### config.mk
export PLATFORM = sky130hd
export DESIGN_NAME = pci_io_window
export DESIGN_NICKNAME = d
export VERILOG_FILES = /design/src/rtl/pci_io_window_pkg.sv /design/src/rtl/win_field_regs.sv /design/src/rtl/win_eval_fsm.sv /design/src/rtl/win_hit_cmp.sv /design/src/rtl/pci_io_window.sv
export SDC_FILE = /design/constraint.sdc
export NUM_CORES = 1
export LEC_CHECK = 0
export BUFFER_PORTS_ARGS = -buffer_cell sky130_fd_sc_hd__buf_2
export CAP_MARGIN = 20
export CORE_ASPECT_RATIO = 1.25
export CORE_MARGIN = 1
export CORE_UTILIZATION = 50
export CTS_CLUSTER_SIZE = 20
export DETAILED_ROUTE_END_ITERATION = 8
export PLACE_DENSITY = 0.93
export SLEW_MARGIN = 5
export SYNTH_ARGS = -nofsm -noshare
export SYNTH_HDL_FRONTEND = slang
export SYNTH_SLANG_ARGS = --single-unit
### constraint.sdc
create_clock -name clk -period 5.3 [get_ports clk]
set_clock_uncertainty 0.2 [all_clocks]
set_input_delay 0.53 -clock clk [delete_from_list [all_inputs] [get_ports clk]]
set_output_delay 0.53 -clock clk [all_outputs]
set_load 0.05 [all_outputs]
### src/rtl/pci_io_window_pkg.sv
package pci_io_window_pkg;
    typedef enum logic [0:0] {
        ST_IDLE = 1'b0,
        ST_EVAL = 1'b1
    } win_state_e;
endpackage

### src/rtl/win_field_regs.sv
module win_field_regs #(
    parameter int DATA_W = 32,
    parameter int LO_W   = 15,
    parameter int HI_W   = 7,
    parameter logic [LO_W-1:0] LO_RST = '0,
    parameter logic [HI_W-1:0] HI_RST = '0
) (
    input  logic              clk,
    input  logic              rst_n,
    input  logic              lo_wr,
    input  logic [DATA_W-1:0] lo_wdata,
    input  logic              hi_wr,
    input  logic [DATA_W-1:0] hi_wdata,
    output logic [LO_W-1:0]   lo_q,
    output logic [HI_W-1:0]   hi_q,
    output logic              strobe
);
    // only the implemented bits of each field are kept
    always_ff @(posedge clk) begin
        if (!rst_n) begin
            lo_q <= LO_RST;
            hi_q <= HI_RST;
        end else begin
            if (lo_wr) lo_q <= lo_wdata[LO_W-1:0];
            if (hi_wr) hi_q <= hi_wdata[HI_W-1:0];
        end
    end

    assign strobe = lo_wr | hi_wr;
endmodule

### src/rtl/win_eval_fsm.sv
module win_eval_fsm
    import pci_io_window_pkg::*;
#(
    parameter int ADDR_W = 32,
    parameter int LO_W   = 15,
    parameter int HI_W   = 7,
    parameter int SHIFT  = 21
) (
    input  logic              clk,
    input  logic              rst_n,
    input  logic              strobe,
    input  logic [LO_W-1:0]   lo_q,
    input  logic [HI_W-1:0]   hi_q,
    output logic [ADDR_W-1:0] base_q,
    output logic [ADDR_W-1:0] len_q,
    output logic              unmap_v,
    output logic [ADDR_W-1:0] unmap_base,
    output logic [ADDR_W-1:0] unmap_len
);
    localparam int UNIT_W = HI_W + 1;

    win_state_e state_q, state_d;

    logic [HI_W-1:0]   lo_fld;
    logic              pair_ok;
    logic [UNIT_W-1:0] units;
    logic [ADDR_W-1:0] new_base, new_len;

    assign lo_fld   = lo_q[HI_W-1:0];
    assign pair_ok  = (lo_fld <= hi_q);
    assign units    = ({1'b0, hi_q} + UNIT_W'(1)) - {1'b0, lo_fld};
    assign new_base = ADDR_W'(lo_q) << SHIFT;
    assign new_len  = ADDR_W'(units) << SHIFT;

    // strobe enters ST_EVAL, settle returns to ST_IDLE
    always_comb begin
        state_d = strobe ? ST_EVAL : ST_IDLE;
    end

    always_ff @(posedge clk) begin
        if (!rst_n) state_q <= ST_EVAL;
        else        state_q <= state_d;
    end

    always_ff @(posedge clk) begin
        if (!rst_n) begin
            base_q     <= '0;
            len_q      <= '0;
            unmap_v    <= 1'b0;
            unmap_base <= '0;
            unmap_len  <= '0;
        end else begin
            unmap_v <= 1'b0;
            unique case (state_q)
                ST_IDLE: begin
                end
                ST_EVAL: begin
                    if (pair_ok) begin
                        unmap_v    <= (len_q != '0);
                        unmap_base <= base_q;
                        unmap_len  <= len_q;
                        base_q     <= new_base;
                        len_q      <= new_len;
                    end
                end
                default: begin
                end
            endcase
        end
    end

    p_hold_idle_r8: assert property (@(posedge clk) disable iff (!rst_n)
        (state_q == ST_IDLE) |=> ($stable(base_q) && $stable(len_q)));

    p_keep_bad_pair_r3: assert property (@(posedge clk) disable iff (!rst_n)
        (state_q == ST_EVAL && !pair_ok) |=> ($stable(base_q) && $stable(len_q)));

    p_retire_live_r6: assert property (@(posedge clk) disable iff (!rst_n)
        unmap_v |-> (unmap_len != '0));

    p_len_live_r5: assert property (@(posedge clk) disable iff (!rst_n)
        (state_q == ST_IDLE) |-> (len_q != '0));
endmodule

### src/rtl/win_hit_cmp.sv
module win_hit_cmp #(
    parameter int ADDR_W = 32
) (
    input  logic [ADDR_W-1:0] addr,
    input  logic [ADDR_W-1:0] base,
    input  logic [ADDR_W-1:0] len,
    output logic              hit
);
    logic [ADDR_W:0] top_x;

    // one extra bit so a window ending at the top of the space does not wrap
    assign top_x = {1'b0, base} + {1'b0, len};
    assign hit   = (len != '0) && (addr >= base) && ({1'b0, addr} < top_x);

    always_comb begin
        if (hit) begin
            p_hit_floor_r7: assert (addr >= base && len != '0);
        end
    end
endmodule

### src/rtl/pci_io_window.sv
module pci_io_window #(
    parameter int ADDR_W = 32,
    parameter int LO_W   = 15,
    parameter int HI_W   = 7,
    parameter int SHIFT  = 21,
    parameter logic [LO_W-1:0] LO_RST = LO_W'(8'h80),
    parameter logic [HI_W-1:0] HI_RST = HI_W'(8'h0F)
) (
    input  logic              clk,
    input  logic              rst_n,
    input  logic              lo_wr,
    input  logic [ADDR_W-1:0] lo_wdata,
    input  logic              hi_wr,
    input  logic [ADDR_W-1:0] hi_wdata,
    input  logic [ADDR_W-1:0] cpu_addr,
    output logic              hit,
    output logic [ADDR_W-1:0] win_base,
    output logic [ADDR_W-1:0] win_len,
    output logic              unmap_valid,
    output logic [ADDR_W-1:0] unmap_base,
    output logic [ADDR_W-1:0] unmap_len
);
    logic [LO_W-1:0] lo_q;
    logic [HI_W-1:0] hi_q;
    logic            strobe;

    win_field_regs #(
        .DATA_W(ADDR_W), .LO_W(LO_W), .HI_W(HI_W),
        .LO_RST(LO_RST), .HI_RST(HI_RST)
    ) regs_i (
        .clk(clk), .rst_n(rst_n),
        .lo_wr(lo_wr), .lo_wdata(lo_wdata),
        .hi_wr(hi_wr), .hi_wdata(hi_wdata),
        .lo_q(lo_q), .hi_q(hi_q), .strobe(strobe)
    );

    win_eval_fsm #(
        .ADDR_W(ADDR_W), .LO_W(LO_W), .HI_W(HI_W), .SHIFT(SHIFT)
    ) fsm_i (
        .clk(clk), .rst_n(rst_n), .strobe(strobe),
        .lo_q(lo_q), .hi_q(hi_q),
        .base_q(win_base), .len_q(win_len),
        .unmap_v(unmap_valid), .unmap_base(unmap_base), .unmap_len(unmap_len)
    );

    win_hit_cmp #(.ADDR_W(ADDR_W)) hit_i (
        .addr(cpu_addr), .base(win_base), .len(win_len), .hit(hit)
    );
endmodule

# After elaboration in Yosys (flattened, before gate mapping)
# Cells that the tools add are included.
[word_totals] output_inout_bits=130 register_bits=58 in_bits=100 word_cells=21
[classes] n_addsub=3 order_cmp=3 bitwise=1 n_mux=1 n_reduce_logical=5
[op_table] operator="$add 32x29->33" n=1
[op_table] operator="$lt 32x33->1" n=1
[op_table] operator="$ge 32x32->1" n=1
[op_table] operator="$reduce_bool 32->1" n=1
[op_table] operator="$add 7x1->8 const B" n=1
[op_table] operator="$sub 8x7->8" n=1
[op_table] operator="$le 7x7->1" n=1
[op_table] operator="$reduce_and 3->1" n=1
[op_table] operator="$logic_and 1x1->1" n=2
[op_table] operator="$reduce_and 2->1" n=1
[op_table] operator="$mux 1" n=1
[op_table] operator="$or 1x1->1" n=1

# Longest topological paths before layout
[depth] depth_word=3 depth_mapped=13 mapped_depth_nobuf=13

# By module
# A second synthesis with hierarchy kept.
[unflattened] hier_cells=781 area_unflattened_um2=6646.4
[modules_own_cells] module="win_hit_cmp" area_per_inst_um2=3130.5 seq_area_each_um2=0.0 cells_each=421 instances=1
[modules_own_cells] module="win_eval_fsm" area_per_inst_um2=2677.6 seq_area_each_um2=800.8 cells_each=288 instances=1
[modules_own_cells] module="win_field_regs" area_per_inst_um2=838.3 seq_area_each_um2=440.4 cells_each=72 instances=1

# Worst setup path before layout
# No wires, ideal clock.
[synth_path] kind="register -> output" from="register fsm_i.base_q[21]" to="output port hit" setup_slack_ns=0.906 t_arrival_ns=3.664 required_time_ns=4.570 path_stages_with_launch=13 n_path_buf=0 cell_sequence="dfxtp_1 ha_1 fa_1 a211oi_1 nor2_1 o31ai_1 a2111oi_0 xnor2_1 ha_1 a2111o_1 a21oi_1 o31ai_1 a31oi_1"
[synth_via] elab_chain_len=3 word_cells_on_any_way=5 cone_classes="add/sub: 1; order compare: 2; reduce/logical: 2"
[synth_rtl] item="start: declaration" line_no="win_eval_fsm.sv:14" rtl="output logic [ADDR_W-1:0] base_q,"
[synth_rtl] item="start signal: assignment" line_no="win_eval_fsm.sv:62" rtl="base_q <= new_base;"
[synth_rtl] item="$add 32x29->33 or $ge 32x32->1 (tied branches)" line_no="win_hit_cmp.sv:12, win_hit_cmp.sv:13"
[synth_rtl] item="$lt 32x33->1 or $logic_and 1x1->1 (tied branches)" line_no="win_hit_cmp.sv:13" rtl="assign hit = (len != '0) && (addr >= base) && ({1'b0, addr} < top_x);"
[synth_rtl] item="$logic_and 1x1->1 (*)" line_no="win_hit_cmp.sv:13"
[synth_rtl] item="end: declaration" line_no="pci_io_window.sv:16" rtl="output logic hit,"
# Mark *: on every way between the ends. The rest lies on a longest branch, timed or not.

# Worst setup path after layout
# Ends and elaborated chain as after synthesis.

==> summary.md <==
| Metric | Value |
|---|---|
| Final Max Slew Viols | 0 |
| Worst Path Arrival | 3.78 ns |
| DP HPWL | 7990 µm |
| RSZ-0062 raised after global routing | false |
| Synth Register Bits | 58 |
| Share of layout cells above drive strength 1 | 0.192 |
| Max FO, Critical Path | 5 |
| CP required | 4.57 ns |
| Setup violators final | 0 |
| Synth top area share | 0.270 |
| Fraction of synthesized area in multiplexers | 0.0349 |
| Number of H-tree levels | 3 |
| Lkg Pwr | 2.23 nW |
| Synth Area in Adders | 0.151 |
| Global-route wire length before repair | 16,500 µm |
| Post-synth ARST share | 0 |
| Setup CP Type | reg2out |
| DRC viols | 0 |
| Largest family of logic cells by synthesized area | buffers and inverters |
| Setup total negative slack | 0 ns |
| Row cnt | 37 |
| Post-layout net count | 754 |
| CTS tree | yes |
| Gate Count Post-Synth | 521 |
| PD cells | 338 nW/µm² |
| Count leader, synth | buf_4 |
| Total track usage | 0.234 |
| Synth unique cells | 51 |
| Flop-to-flop setup slack | 2.22 ns |
| Worst slew pin tran | 1.12 ns |
| Area delta synth->final | 9.44% |
| Final Power | 1.59 mW |
| Commonest cells in the netlist | 91 x buf_4, 58 x dfxtp_1, 50 x a21oi_1 |
| TritonRoute pass-1 iters | 5 |
| Die H | 106 µm |
| Post-synth EDFFs | 0 |
| Sequential fraction of the synthesis area | 0.270 |
| CTS root buf | clkbuf_8 |
| Mapped Area | 4310 µm² |
| CTS Buffer Depth | 2 |
| Crit path time final | 4.51 ns |
| Max-slew headroom | 0.253 |
| Port buffer count | 93 |
| Die area | 8990 µm² |
| Worst path cell trace | ha_1, fa_1, a211oi_1, nor2_1, o31ai_1, a2111oi_0, xnor2_1, ha_1, a2111o_1, a21oi_1, o31ai_1, a31oi_1, buf_2 |
| Remaining antenna violation count | 0 |
| Synthesis Warnings | 0 |
| Peak supply drop | 304 µV |
| Placeable Area | 8290 µm² |
| CTS Sinks | 58 |
| Crit end category | primary output |
| Compound-gate portion of the synthesized area | 0.186 |
| Io pins | 230 |
| Ys flop type | dfxtp_1 |
| Final Hold Viols | 0 |
| GRT overflow | 0 |
| Post-CTS Resized | 0 |
| Worst Hold Class | in2reg |
| Slowest-stage cell, CP | fa_1 |
| Hold_buf cts | 0 |
| CP peak stage delay | 0.44 ns |
| Largest net degree at the start of global routing | 51 |
| Dominant cell type by area after synthesis | dfxtp_1 |
| Initial antenna violation count | 0 |
| Inserted Diodes | 0 |
| Xor and xnor area share after synthesis | 0.0183 |
| Post-synthesis simple-gate area fraction | 0.131 |
| Max Freq | 0.222 GHz |
| Vias in the first global route | 3,625 |
| Post-Route WL | 10,500 µm |
| DR vias/cell | 5.38 |
| Outcome | finished, final reports clean |
| Post-DR wirelength/cell | 14.8 µm |
| Total CTS buffers | 9 |
| Post-CTS Setup Bufs | 0 |
| Die width | 85.0 µm |
| Period utilization | 0.850 |
| Synthesized area per cell | 8.26 µm² |
| GP Congestion | 0.825 |
| Initial DRC count | 168 |
| Initial Util | 0.520 |
| Clk Latency, worst-skew pair | 0.34 ns |
| Clk slew on worst S/H paths | 0.07 ns |
| Via count | 3,796 |
| Worst setup SP type | flip-flop |
| Top cells by area, synth | dfxtp_1 27%, buf_4 16%, ha_1 14% |
| Max-Cap Viols | 0 |
where the power goes:
| part | switching, mW | total, mW | internal [mW] |
|---|---|---|---|
| Clock | 0.184 | 0.495 | 0.311 |
| Sequential | 0.0405 | 0.512 | 0.472 |
| Combinational | 0.431 | 0.586 | 0.156 |
stage by stage:
stage	instances	utilization	area (µm²)	setup WS, ns	hold WS, ns
5_1_grt	706	0.569	4710	0.586	0.215
3_5_place_dp	690	0.539	4470	1.09	0.254
4_1_cts	706	0.569	4710	0.711	0.204
3_3_place_gp	690	0.539	4470	1.17	0.251
6_report	706	0.569	4710	0.794	0.208
2_1_floorplan	610	-	4640	0.906	0.233
area by class of cell:
cell class                 count  area [µm²]
sequential                    58        1160
clock inverter                 7         118
tap                           97         121
timing repair buffer          96         488
fill                         727        3570
multi-input combinational    409        2590
inverter                      30         113
clock buffer                   9         124
final timing paths:
kind                                                       start                               end  depth (start not counted)
worst max-delay path               fsm_i.base_q[21]$_SDFFE_PN0P_                               hit                         13
worst min-delay path                                 lo_wdata[7]       regs_i.lo_q[7]$_SDFFE_PN1P_                          3
worst max register to register       regs_i.hi_q[1]$_SDFFE_PN1P_      fsm_i.len_q[28]$_SDFFE_PN0P_                          9
worst min register to register  fsm_i.unmap_len[23]$_SDFFE_PN0P_  fsm_i.unmap_len[23]$_SDFFE_PN0P_                          2
sequential cells by signal (all words and copies together) (netlist names):
signal	count
fsm_i.unmap_len	8
fsm_i.len_q	8
fsm_i.unmap_v	1
fsm_i.base_q	11
fsm_i.unmap_base	11
regs_i.lo_q	11
fsm_i.state_q	1
regs_i.hi_q	7
worst max-delay path, delay by kind of cell, from the launching register on:
kind                       cells  cell delay (ns)
AOI/OAI and AO/OA              7             1.59
adders and majority gates      3             0.91
DFF                            1             0.37
buffers and inverters          1             0.30
xor gates and xnor gates       1             0.17
and+or+nand+nor                1             0.09
routing by layer:
layer / track usage / wire, µm / vias up
li1: - / - / 1823
met1: 0.235 / 3810 / 1751
met5: 0 / 0 / -
met2: 0.453 / 5650 / 189
met4: 0.117 / 373 / 0
met3: 0.0407 / 617 / 33
cell families (layout without fill, tap and decap cells):
family	after synthesis	in the layout
compound gates	135	135
xor+xnor	9	9
fa+ha+maj	50	50
buf+inv	143	142
flops	58	58
mux	15	15
other cells	1	90
simple gates	110	110
cell usage in the layout, fill, tap and decap left out, drive strengths merged, types with 15 or more instances in the layout:
cell type,synthesis,final
nand3,41,41
buf,97,96
dfxtp,58,58
conb,1,90
inv,29,29
mux2i,15,15
o21ai,49,49
nor2,25,25
ha,47,47
a21oi,51,51
(Power assumes the default switching activity.)
